$ cat src/rtl/xfer_count_pkg.sv
package xfer_count_pkg;

  localparam int LANE_W    = 8;
  localparam int MAX_LANES = 4;
  localparam int STAT_W    = 2;

  localparam logic [3:0] OFF_CTRL  = 4'd3;
  localparam logic [3:0] OFF_STAT  = 4'd4;
  localparam logic [3:0] OFF_EN    = 4'd5;
  localparam logic [3:0] OFF_CADDR = 4'd8;
  localparam logic [3:0] OFF_IADDR = 4'd12;

  localparam int STAT_DONE = 0;
  localparam int STAT_WRAP = 1;

  typedef struct packed {
    logic [MAX_LANES-1:0] cntByteWe;
    logic [MAX_LANES-1:0] addrByteWe;
    logic                 cntClr;
    logic                 accept;
    logic                 issue;
    logic [LANE_W-1:0]    wdata;
  } xfer_strobe_t;

endpackage

$ cat src/rtl/xfer_ctrl.sv
module xfer_ctrl
  import xfer_count_pkg::*;
#(
  parameter int CNT_BYTES  = 3,
  parameter int ADDR_BYTES = 4
) (
  input  logic              clk,
  input  logic              rstN,
  input  logic              regWe,
  input  logic [3:0]        regAddr,
  input  logic [LANE_W-1:0] regWdata,
  input  logic              xferDone,
  input  logic              xferIssue,
  input  logic              doneEv,
  input  logic              wrapEv,
  output xfer_strobe_t      strobe,
  output logic [STAT_W-1:0] statusQ,
  output logic [STAT_W-1:0] enableQ,
  output logic              irq
);

  logic [MAX_LANES-1:0] cntWe;
  logic [MAX_LANES-1:0] addrWe;
  logic                 clrCount;
  logic [STAT_W-1:0]    clrMask;
  logic [STAT_W-1:0]    setMask;
  logic [STAT_W-1:0]    statusD;

  for (genvar i = 0; i < MAX_LANES; i++) begin : g_lane
    if (i < CNT_BYTES) begin : g_cnt
      assign cntWe[i] = regWe && (regAddr == 4'(i));
    end else begin : g_nocnt
      assign cntWe[i] = 1'b0;
    end
    if (i < ADDR_BYTES) begin : g_addr
      assign addrWe[i] = regWe && (regAddr == 4'(OFF_IADDR + 4'(i)));
    end else begin : g_noaddr
      assign addrWe[i] = 1'b0;
    end
  end

  assign clrCount = regWe && (regAddr == OFF_CTRL) && regWdata[0];

  always_comb begin
    strobe            = '0;
    strobe.cntByteWe  = cntWe;
    strobe.addrByteWe = addrWe;
    strobe.cntClr     = clrCount;
    strobe.accept     = xferDone && !(|cntWe) && !clrCount;
    strobe.issue      = xferIssue;
    strobe.wdata      = regWdata;
  end

  assign clrMask = (regWe && regAddr == OFF_STAT) ? regWdata[STAT_W-1:0] : '0;

  always_comb begin
    setMask            = '0;
    setMask[STAT_DONE] = doneEv;
    setMask[STAT_WRAP] = wrapEv;
    statusD            = (statusQ & ~clrMask) | setMask;
  end

  always_ff @(posedge clk) begin
    if (!rstN) begin
      statusQ <= '0;
      enableQ <= '0;
    end else begin
      statusQ <= statusD;
      if (regWe && regAddr == OFF_EN) enableQ <= regWdata[STAT_W-1:0];
    end
  end

  assign irq = |(statusQ & enableQ);

  // the done event shows up as a sticky flag
  p_done_set_r6: assert property (@(posedge clk) disable iff (!rstN)
    doneEv |=> statusQ[STAT_DONE]);

  // the wrap event shows up as a sticky flag
  p_wrap_set_r6: assert property (@(posedge clk) disable iff (!rstN)
    wrapEv |=> statusQ[STAT_WRAP]);

  // a 1 written to the done bit clears it unless a new set arrives
  p_w1c_done_r7: assert property (@(posedge clk) disable iff (!rstN)
    (regWe && regAddr == OFF_STAT && regWdata[STAT_DONE] && !doneEv)
      |=> !statusQ[STAT_DONE]);

  // flags without a set or clear hold their value
  p_hold_r7: assert property (@(posedge clk) disable iff (!rstN)
    (!(regWe && regAddr == OFF_STAT) && !doneEv && !wrapEv) |=> $stable(statusQ));

  // a completion colliding with a count write is never accepted
  p_drop_r10: assert property (@(posedge clk) disable iff (!rstN)
    (xferDone && (|cntWe)) |-> !strobe.accept);

endmodule

$ cat src/rtl/xfer_dpath.sv
module xfer_dpath
  import xfer_count_pkg::*;
#(
  parameter int CNT_W  = 24,
  parameter int ADDR_W = 32
) (
  input  logic              clk,
  input  logic              rstN,
  input  xfer_strobe_t      strobe,
  output logic [CNT_W-1:0]  countQ,
  output logic [ADDR_W-1:0] compAddrQ,
  output logic [ADDR_W-1:0] issueAddrQ,
  output logic              doneEv,
  output logic              wrapEv
);

  localparam int CNT_BYTES  = CNT_W / LANE_W;
  localparam int ADDR_BYTES = ADDR_W / LANE_W;

  logic [CNT_W-1:0]  countD;
  logic [ADDR_W-1:0] compD;
  logic [ADDR_W-1:0] issueD;

  always_comb begin
    countD = countQ;
    if (strobe.cntClr) begin
      countD = '0;
    end else if (|strobe.cntByteWe) begin
      for (int i = 0; i < CNT_BYTES; i++) begin
        if (strobe.cntByteWe[i]) countD[i*LANE_W +: LANE_W] = strobe.wdata;
      end
    end else if (strobe.accept) begin
      countD = countQ - CNT_W'(1);
    end
  end

  always_comb begin
    compD  = strobe.accept ? compAddrQ + ADDR_W'(1) : compAddrQ;
    issueD = strobe.issue ? issueAddrQ + ADDR_W'(1) : issueAddrQ;
    for (int i = 0; i < ADDR_BYTES; i++) begin
      if (strobe.addrByteWe[i]) begin
        compD[i*LANE_W +: LANE_W]  = strobe.wdata;
        issueD[i*LANE_W +: LANE_W] = strobe.wdata;
      end
    end
  end

  always_ff @(posedge clk) begin
    if (!rstN) begin
      countQ     <= '0;
      compAddrQ  <= '0;
      issueAddrQ <= '0;
    end else begin
      countQ     <= countD;
      compAddrQ  <= compD;
      issueAddrQ <= issueD;
    end
  end

  assign doneEv = strobe.accept && (countQ == CNT_W'(1));
  assign wrapEv = strobe.accept && (countQ == '0);

  // an accepted completion lowers the count by exactly one
  p_dec_r3: assert property (@(posedge clk) disable iff (!rstN)
    strobe.accept |=> countQ == $past(countQ) - CNT_W'(1));

  // an accepted completion advances the completion address when not reloaded
  p_caddr_r3: assert property (@(posedge clk) disable iff (!rstN)
    (strobe.accept && !(|strobe.addrByteWe)) |=> compAddrQ == $past(compAddrQ) + ADDR_W'(1));

  // issue activity alone never moves the count
  p_issue_only_r4: assert property (@(posedge clk) disable iff (!rstN)
    (!strobe.accept && !strobe.cntClr && !(|strobe.cntByteWe)) |=> $stable(countQ));

  // a wrap leaves the count at all ones
  p_wrap_r6: assert property (@(posedge clk) disable iff (!rstN)
    wrapEv |=> countQ == '1);

  // the clear wins over everything else
  p_clr_r9: assert property (@(posedge clk) disable iff (!rstN)
    strobe.cntClr |=> countQ == '0);

  // with no accepted completion and no reload, the completion address holds
  p_hold_r10: assert property (@(posedge clk) disable iff (!rstN)
    (!strobe.accept && !(|strobe.addrByteWe)) |=> $stable(compAddrQ));

endmodule

$ cat src/rtl/xfer_count_track.sv
module xfer_count_track
  import xfer_count_pkg::*;
#(
  parameter int CNT_W  = 24,
  parameter int ADDR_W = 32
) (
  input  logic       clk,
  input  logic       rstN,
  input  logic       regWe,
  input  logic [3:0] regAddr,
  input  logic [7:0] regWdata,
  output logic [7:0] regRdata,
  input  logic       xferIssue,
  input  logic       xferDone,
  output logic       irq
);

  localparam int CNT_BYTES  = CNT_W / LANE_W;
  localparam int ADDR_BYTES = ADDR_W / LANE_W;

  xfer_strobe_t      strobe;
  logic [CNT_W-1:0]  countQ;
  logic [ADDR_W-1:0] compAddrQ;
  logic [ADDR_W-1:0] issueAddrQ;
  logic              doneEv;
  logic              wrapEv;
  logic [STAT_W-1:0] statusQ;
  logic [STAT_W-1:0] enableQ;
  logic [31:0]       cntPad;
  logic [31:0]       compPad;
  logic [31:0]       issuePad;

  xfer_ctrl #(.CNT_BYTES(CNT_BYTES), .ADDR_BYTES(ADDR_BYTES)) u_ctrl (
    .clk(clk), .rstN(rstN), .regWe(regWe), .regAddr(regAddr), .regWdata(regWdata),
    .xferDone(xferDone), .xferIssue(xferIssue), .doneEv(doneEv), .wrapEv(wrapEv),
    .strobe(strobe), .statusQ(statusQ), .enableQ(enableQ), .irq(irq)
  );

  xfer_dpath #(.CNT_W(CNT_W), .ADDR_W(ADDR_W)) u_dpath (
    .clk(clk), .rstN(rstN), .strobe(strobe), .countQ(countQ),
    .compAddrQ(compAddrQ), .issueAddrQ(issueAddrQ), .doneEv(doneEv), .wrapEv(wrapEv)
  );

  assign cntPad   = 32'(countQ);
  assign compPad  = 32'(compAddrQ);
  assign issuePad = 32'(issueAddrQ);

  always_comb begin
    regRdata = '0;
    if (regAddr < 4'(CNT_BYTES)) begin
      regRdata = cntPad[regAddr[1:0]*LANE_W +: LANE_W];
    end else if (regAddr == OFF_STAT) begin
      regRdata = 8'(statusQ);
    end else if (regAddr == OFF_EN) begin
      regRdata = 8'(enableQ);
    end else if (regAddr[3:2] == OFF_CADDR[3:2]) begin
      regRdata = compPad[regAddr[1:0]*LANE_W +: LANE_W];
    end else if (regAddr[3:2] == OFF_IADDR[3:2]) begin
      regRdata = issuePad[regAddr[1:0]*LANE_W +: LANE_W];
    end
  end

endmodule

$ cat config.mk
export PLATFORM = sky130hd
export DESIGN_NAME = xfer_count_track
export DESIGN_NICKNAME = d
export VERILOG_FILES = /design/src/rtl/xfer_count_pkg.sv /design/src/rtl/xfer_ctrl.sv /design/src/rtl/xfer_dpath.sv /design/src/rtl/xfer_count_track.sv
export SDC_FILE = /design/constraint.sdc
export NUM_CORES = 1
export LEC_CHECK = 0
export BUFFER_PORTS_ARGS = -buffer_cell sky130_fd_sc_hd__clkbuf_2
export CAP_MARGIN = 5
export CORE_ASPECT_RATIO = 0.6
export CORE_MARGIN = 3
export CORE_UTILIZATION = 40
export CTS_CLUSTER_SIZE = 20
export DETAILED_ROUTE_END_ITERATION = 10
export GPL_ROUTABILITY_DRIVEN = 0
export GPL_TIMING_DRIVEN = 0
export PLACE_DENSITY_LB_ADDON = 0.25
export RECOVER_POWER = 50
export SYNTH_ARGS = -nofsm -noshare
export SYNTH_HDL_FRONTEND = slang
export SYNTH_HIERARCHICAL = 1
export SYNTH_SLANG_ARGS = --single-unit
$ cat constraint.sdc
create_clock -name clk -period 2.5 [get_ports clk]
set_clock_uncertainty 0.1 [all_clocks]
set_input_delay 0.25 -clock clk [delete_from_list [all_inputs] [get_ports clk]]
set_output_delay 0.25 -clock clk [all_outputs]
set_load 0.05 [all_outputs]
# After elaboration in Yosys (flattened, before gate mapping)
# Cells that the tools add are included.
totals:
  ff_bits: 92
  latch_bits: 0
  mem_bits_rw: 0
  mem_bits_ro: 0
  output_inout_bits: 9
  elab_cells: 95
  mem_count: 0
classes:
  add_sub_neg: 3
  multipliers: 0
  div: 0
  magnitude_cmp: 1
  n_eq_ne: 15
  shifts: 3
  n_mux: 21
  bitwise_logic: 5
  n_reduce_logical: 34
op_table:
  columns: ["operator", "n"]
  rows:
  - ["8-bit 2-to-1 mux", 16]
  - ["32-bit by 6-bit variable part select with 8-bit output", 3]
  - ["32-bit by 1-bit adder with 32-bit output (second input constant)", 2]
  - ["32-bit 2-to-1 mux", 2]
  - ["24-bit 2-to-1 mux", 2]
  - ["24-bit by 1-bit equality test with 1-bit output (second input constant)", 1]
  - ["24-bit zero test", 1]
  - ["24-bit by 1-bit subtractor with 24-bit output (second input constant)", 1]
  - ["2-bit nonzero test", 9]
  - ["4-bit equality test (second input constant)", 4]
  - ["1-bit logical AND", 15]
  - ["4-bit by 2-bit equality test with 1-bit output (second input constant)", 2]
  - ["4-bit by 3-bit equality test with 1-bit output (second input constant)", 2]
  - ["2-bit != test (second input constant)", 3]
  - ["2-bit AND reduction", 3]
  - ["2-bit AND", 2]
  - ["2-bit equality test (second input constant)", 2]
  - ["4-bit by 1-bit equality test with 1-bit output (second input constant)", 1]
  - ["4-bit zero test", 1]
  - ["4-bit by 2-bit less-than comparator with 1-bit output (second input constant)", 1]
  - ["2-bit OR reduction", 2]
  - ["3-bit OR reduction", 1]
  - ["1-bit zero test", 2]
  - ["2-bit 2-to-1 mux", 1]
  - ["other kinds (3)", 3]

# Depth between registers and ports, before layout
logic_depth:
  word_depth: 8
  depth_mapped: 10
  depth_no_buf: 8

# Modules after synthesis
# Netlist, hierarchy kept.
modules_own_cells:
  columns: ["module", "n_inst", "cells_each", "area_per_inst_um2", "seq_area_each_um2"]
  rows:
  - ["xfer_dpath", 1, 597, 4753.3, 1761.7]
  - ["xfer_count_track", 1, 97, 838.3, 0.0]
  - ["xfer_ctrl", 1, 47, 355.3, 80.1]

# Worst setup path before layout
# Ideal clock, no wire load.
synth_path:
  kind: "input-to-output"
  from: "input port regAddr[0]"
  to: "output port regRdata[0]"
  arrival_time_ps: 2083
  required_time_ps: 2150
  setup_slack_ps: 67
  stages: 6
  n_path_buf: 3
  cell_sequence: "buf_6 > buf_6 > buf_4 > o21ai_0 > a21oi_1 > a211oi_1"
synth_via:
  elab_chain_len: 6
  elab_cells_between_ends: 11
  classes_between: "order compare: 1; eq/ne: 2; shift: 3; mux: 5"
synth_lines:
  columns: ["item", "line", "text"]
  rows:
  - ["start: declaration", "xfer_count_track.sv:10", "input logic [3:0] regAddr,"]
  - ["32-bit by 6-bit variable part select with 8-bit output", "xfer_count_track.sv:59", "regRdata = issuePad[regAddr[1:0]*LANE_W +: LANE_W];"]
  - ["8-bit 2-to-1 mux", "xfer_count_track.sv:58", "end else if (regAddr[3:2] == OFF_IADDR[3:2]) begin"]
  - ["8-bit 2-to-1 mux", "xfer_count_track.sv:56", "end else if (regAddr[3:2] == OFF_CADDR[3:2]) begin"]
  - ["8-bit 2-to-1 mux", "xfer_count_track.sv:54", "end else if (regAddr == OFF_EN) begin"]
  - ["8-bit 2-to-1 mux", "xfer_count_track.sv:52", "end else if (regAddr == OFF_STAT) begin"]
  - ["8-bit 2-to-1 mux (*)", "xfer_count_track.sv:50", "if (regAddr < 4'(CNT_BYTES)) begin"]
  - ["end: declaration", "xfer_count_track.sv:12", "output logic [7:0] regRdata,"]
# Every way passes the cells marked *; elsewhere a longest branch is shown, timed or not.

==> metrics.log <==
[metrics] result of the run: complete, no violations
[metrics] biggest cell delay along the critical path: 0.46 ns
[metrics] deepest clock path buffer count: 2
[metrics] required time of the critical path: 2.66 ns
[metrics] time the worst path needs with I/O delays and setup: 2.453 ns
[metrics] vias per cell: 6.333
[metrics] CTS HTree Levels: 3
[metrics] Synthesized Nets: 763
[metrics] violation count after the first detailed-route iteration: 875
[metrics] critical path arrival: 2.61 ns
[metrics] clock-pin slew reported for the worst setup and hold paths after clock tree synthesis: 0.06 ns
[metrics] number of enable flip-flop cells after synthesis: 0
[metrics] most common cell after layout, fill and taps aside: sky130_fd_sc_hd__dfxtp_1
[metrics] maximum number of pins on one net before global-route repair: 15
[metrics] critical path's slowest cell: sky130_fd_sc_hd__or3b_4
[metrics] Peak VDD IR: 0.2895 mV
[metrics] share of synthesized area occupied by flip-flops and latches: 0.3097
[metrics] worst-skew pair later-pin latency: 0.34 ns
[metrics] core area: 14080 sq um
[metrics] largest driver fanout on the critical path: 10
[metrics] post-route non-filler standard cell count: 973
[metrics] global-route wire length before repair: 32550 um
[metrics] total gr overflow: 0
[metrics] Layout Nets: 797
[metrics] number of nets with antenna violations after routing: 0
[metrics] Die Span Y: 100.5 um
[metrics] number of distinct library cell variants in the gate-level netlist after synthesis: 61
[metrics] antenna violations before repair: 0
[metrics] Post-DP HPWL: 15970 um
[metrics] cts bufs inserted: 9
[metrics] fraction of the cycle the final worst path needs: 0.9810
[metrics] async set-reset flop share out of synthesis: 0
[metrics] worst slack at placement: -0.5246 ns
[metrics] Ys Warns: 6
[metrics] total power divided by cell area: 576.8 nW/um^2
[metrics] Power Total: 3.888 mW
[metrics] headroom to the max-slew limit: 0.2938
[metrics] critical path cell sequence: clkbuf_2 -> or3b_4 -> nor2_1 -> or4_1 -> clkbuf_1 -> clkbuf_2 -> nand2_1 -> a311oi_1
[metrics] average routed wire per standard cell: 21.68 um
[metrics] Hold-fix buffers, CTS: 0
[metrics] combined buffer and inverter count along the critical path: 3
[metrics] Initial Util: 0.4224
[metrics] area grow syn2layout: 13.36%
[metrics] Mapped Area: 5947 sq um
[metrics] wirelength, routed: 21090 um
[metrics] family of cells with the greatest summed delay on the critical path: simple AND/OR/NAND/NOR gates
[metrics] Crit Reg-Reg Startpoint: u_dpath/compAddrQ[2]
[metrics] class of the tightest hold or removal check: primary input to flop
[metrics] Setup crit start: regAddr[3]
[metrics] Vias: 6162
[metrics] Root Driver: sky130_fd_sc_hd__clkbuf_16
[metrics] cell repeated most along the worst path: sky130_fd_sc_hd__clkbuf_2
[metrics] type of the setup path with the least slack: primary input to flop
[metrics] die extent in x: 163.4 um
[metrics] layout cells sized above 1: 0.1220
[metrics] Port Buffers: 18
[metrics] via count of the first global-routing pass: 5631
[metrics] top_reg_cell synth: sky130_fd_sc_hd__dfxtp_1
[metrics] number of rows in the core area: 33
[metrics] count of unresolved DRC violations after routing: 0
[metrics] layout filler cell count: 1378
[metrics] FF+latch count, synth: 92
[metrics] setup violation total in the final timing report: 0
[metrics] Cells after Synth: 741
[metrics] Hold Vio Cnt, Final: 0
[metrics] maximum clock frequency: 0.4077 GHz
[metrics] aggregate global-route resource usage: 0.2593
[metrics] Die Outline Area: 16420 sq um
[metrics] num ports: 26
[metrics] router iterations before antenna repair: 8
[metrics] minimum setup slack in the final design: 0.04740 ns
[metrics] number of clock sinks seen by CTS: 92
[metrics] mean instance size in the synthesized netlist: 8.026 sq um
[metrics] hold wc startpoint: regWdata[1]
[metrics] setup total negative slack: 0 ns
[metrics] Max Slew Vio Count: 0
[metrics] Setup crit start kind: primary input
[metrics] CTS tree: built
[metrics] Tightest Pin Transition: 1.050 ns
[metrics] maxcap violations: 0
[metrics] most frequent cells in the layout: sky130_fd_sc_hd__dfxtp_1, sky130_fd_sc_hd__a21oi_1, sky130_fd_sc_hd__nand2_1
[metrics] endpoint kind of the worst setup timing path: flop
[metrics] cell count after placement: 951
[metrics] P_leak: 2.425 nW
==> per-stage QoR <==
| stage | area, sq um | hold slack [ns] | utilization |
|---|---|---|---|
| 6_report | 6741 | 0.08342 | 0.4788 |
| 5_1_grt | 6736 | 0.1052 | 0.4785 |
| 4_1_cts | 6649 | 0.06760 | 0.4722 |
| 3_5_place_dp | 6277 | 0.3708 | 0.4458 |
| 3_3_place_gp | 6277 | 0.3691 | 0.4458 |
| 2_1_floorplan | 5947 | 0.2884 | - |
==> sequential cells by signal, indices dropped and copies added, names as in the netlist <==
register	flops
u_ctrl/enableQ	2
u_dpath/countQ	24
u_ctrl/statusQ	2
u_dpath/compAddrQ	32
u_dpath/issueAddrQ	32
==> worst min-delay path: stages <==
cell                       delay [ns]
sky130_fd_sc_hd__clkbuf_2        0.10
sky130_fd_sc_hd__nand2_1         0.06
sky130_fd_sc_hd__mux2i_1         0.06
==> layout make-up <==
type	instances	area [sq um]	share of cell area
diodes	2	5.005	0.0007424
plain buffers	48	264.0	0.03916
clock buffers	11	252.7	0.03749
clock inverters	4	72.57	0.01076
inverters	14	52.55	0.007795
multi-input cells	587	3885	0.5763
flip-flops and latches	92	1842	0.2732
well taps	192	240.2	0.03563
repair buffers	23	127.6	0.01893
==> path summary, 6_finish.rpt <==
kind	to	slack, ns	depth (start not counted)
worst max-delay path	u_dpath/countQ[0]	0.05	8
worst min-delay path	u_ctrl/enableQ[1]	0.08	3
worst max register to register	u_dpath/compAddrQ[30]	0.10	5
worst min register to register	u_ctrl/enableQ[0]	0.38	2
==> power breakdown <==
group          total [mW]  switching (mW)  internal, mW
Clock                1.51           0.589         0.924
Combinational       0.748           0.477         0.271
Sequential           1.63           0.101          1.53
==> per-layer routing <==
| layer | track usage | wire (um) |
|---|---|---|
| met4 | 0.07147 | 510 |
| met3 | 0.1158 | 3332 |
| met2 | 0.3153 | 7426 |
| met1 | 0.3983 | 9824 |
| met5 | 0 | 0 |
==> kinds of logic (layout without fill, tap and decap cells) <==
kind of cell	count (synthesis)	count (layout)	share of synthesized area
AOI/OAI and AO/OA	187	187	0.1753
muxes	41	41	0.09636
DFF	92	92	0.3097
buffers and inverters	62	100	0.05197
and+or+nand+nor	296	296	0.2716
adders and majority gates	5	5	0.01052
other	1	3	0.0006306
xor gates and xnor gates	57	57	0.08395
==> cells in the mapped netlist (4+ instances only) <==
cell / number / area, sq um
sky130_fd_sc_hd__dfxtp_1: 92 / 1842
sky130_fd_sc_hd__a21oi_1: 89 / 445.4
sky130_fd_sc_hd__nand2_1: 64 / 240.2
sky130_fd_sc_hd__nor2_1: 60 / 225.2
sky130_fd_sc_hd__o21ai_0: 55 / 275.3
sky130_fd_sc_hd__nand3_1: 39 / 195.2
sky130_fd_sc_hd__xor2_1: 37 / 324.1
sky130_fd_sc_hd__nand4_1: 32 / 200.2
sky130_fd_sc_hd__clkbuf_1: 28 / 105.1
sky130_fd_sc_hd__mux2i_1: 22 / 220.2
sky130_fd_sc_hd__nor3_1: 21 / 105.1
sky130_fd_sc_hd__xnor2_1: 20 / 175.2
sky130_fd_sc_hd__and3_1: 18 / 112.6
sky130_fd_sc_hd__inv_1: 14 / 52.55
sky130_fd_sc_hd__o22ai_1: 14 / 87.58
sky130_fd_sc_hd__buf_4: 13 / 97.59
sky130_fd_sc_hd__a211oi_1: 9 / 67.56
sky130_fd_sc_hd__and4_1: 9 / 78.83
sky130_fd_sc_hd__mux2_2: 9 / 101.4
sky130_fd_sc_hd__mux4_1: 7 / 183.9
sky130_fd_sc_hd__nor4_1: 7 / 43.79
sky130_fd_sc_hd__and2_1: 5 / 31.28
sky130_fd_sc_hd__ha_1: 5 / 62.56
sky130_fd_sc_hd__nand2b_1: 5 / 31.28
sky130_fd_sc_hd__or4_1: 5 / 37.54
sky130_fd_sc_hd__buf_2: 4 / 20.02
sky130_fd_sc_hd__nor3b_1: 4 / 30.03
sky130_fd_sc_hd__nor4_2: 4 / 50.05
sky130_fd_sc_hd__nor4b_1: 4 / 35.03
sky130_fd_sc_hd__o311ai_0: 4 / 35.03
==> what timing repair did <==
action / 4_1_cts / 5_1_grt
setup buffers: 0 / 5
endpoints found under the setup margin: 24 / 42
gates resized for setup: 7 / 18
cloned: 0 / 0
pin swaps: 0 / 4
Note: power is estimated with default switching activity, not from simulation.
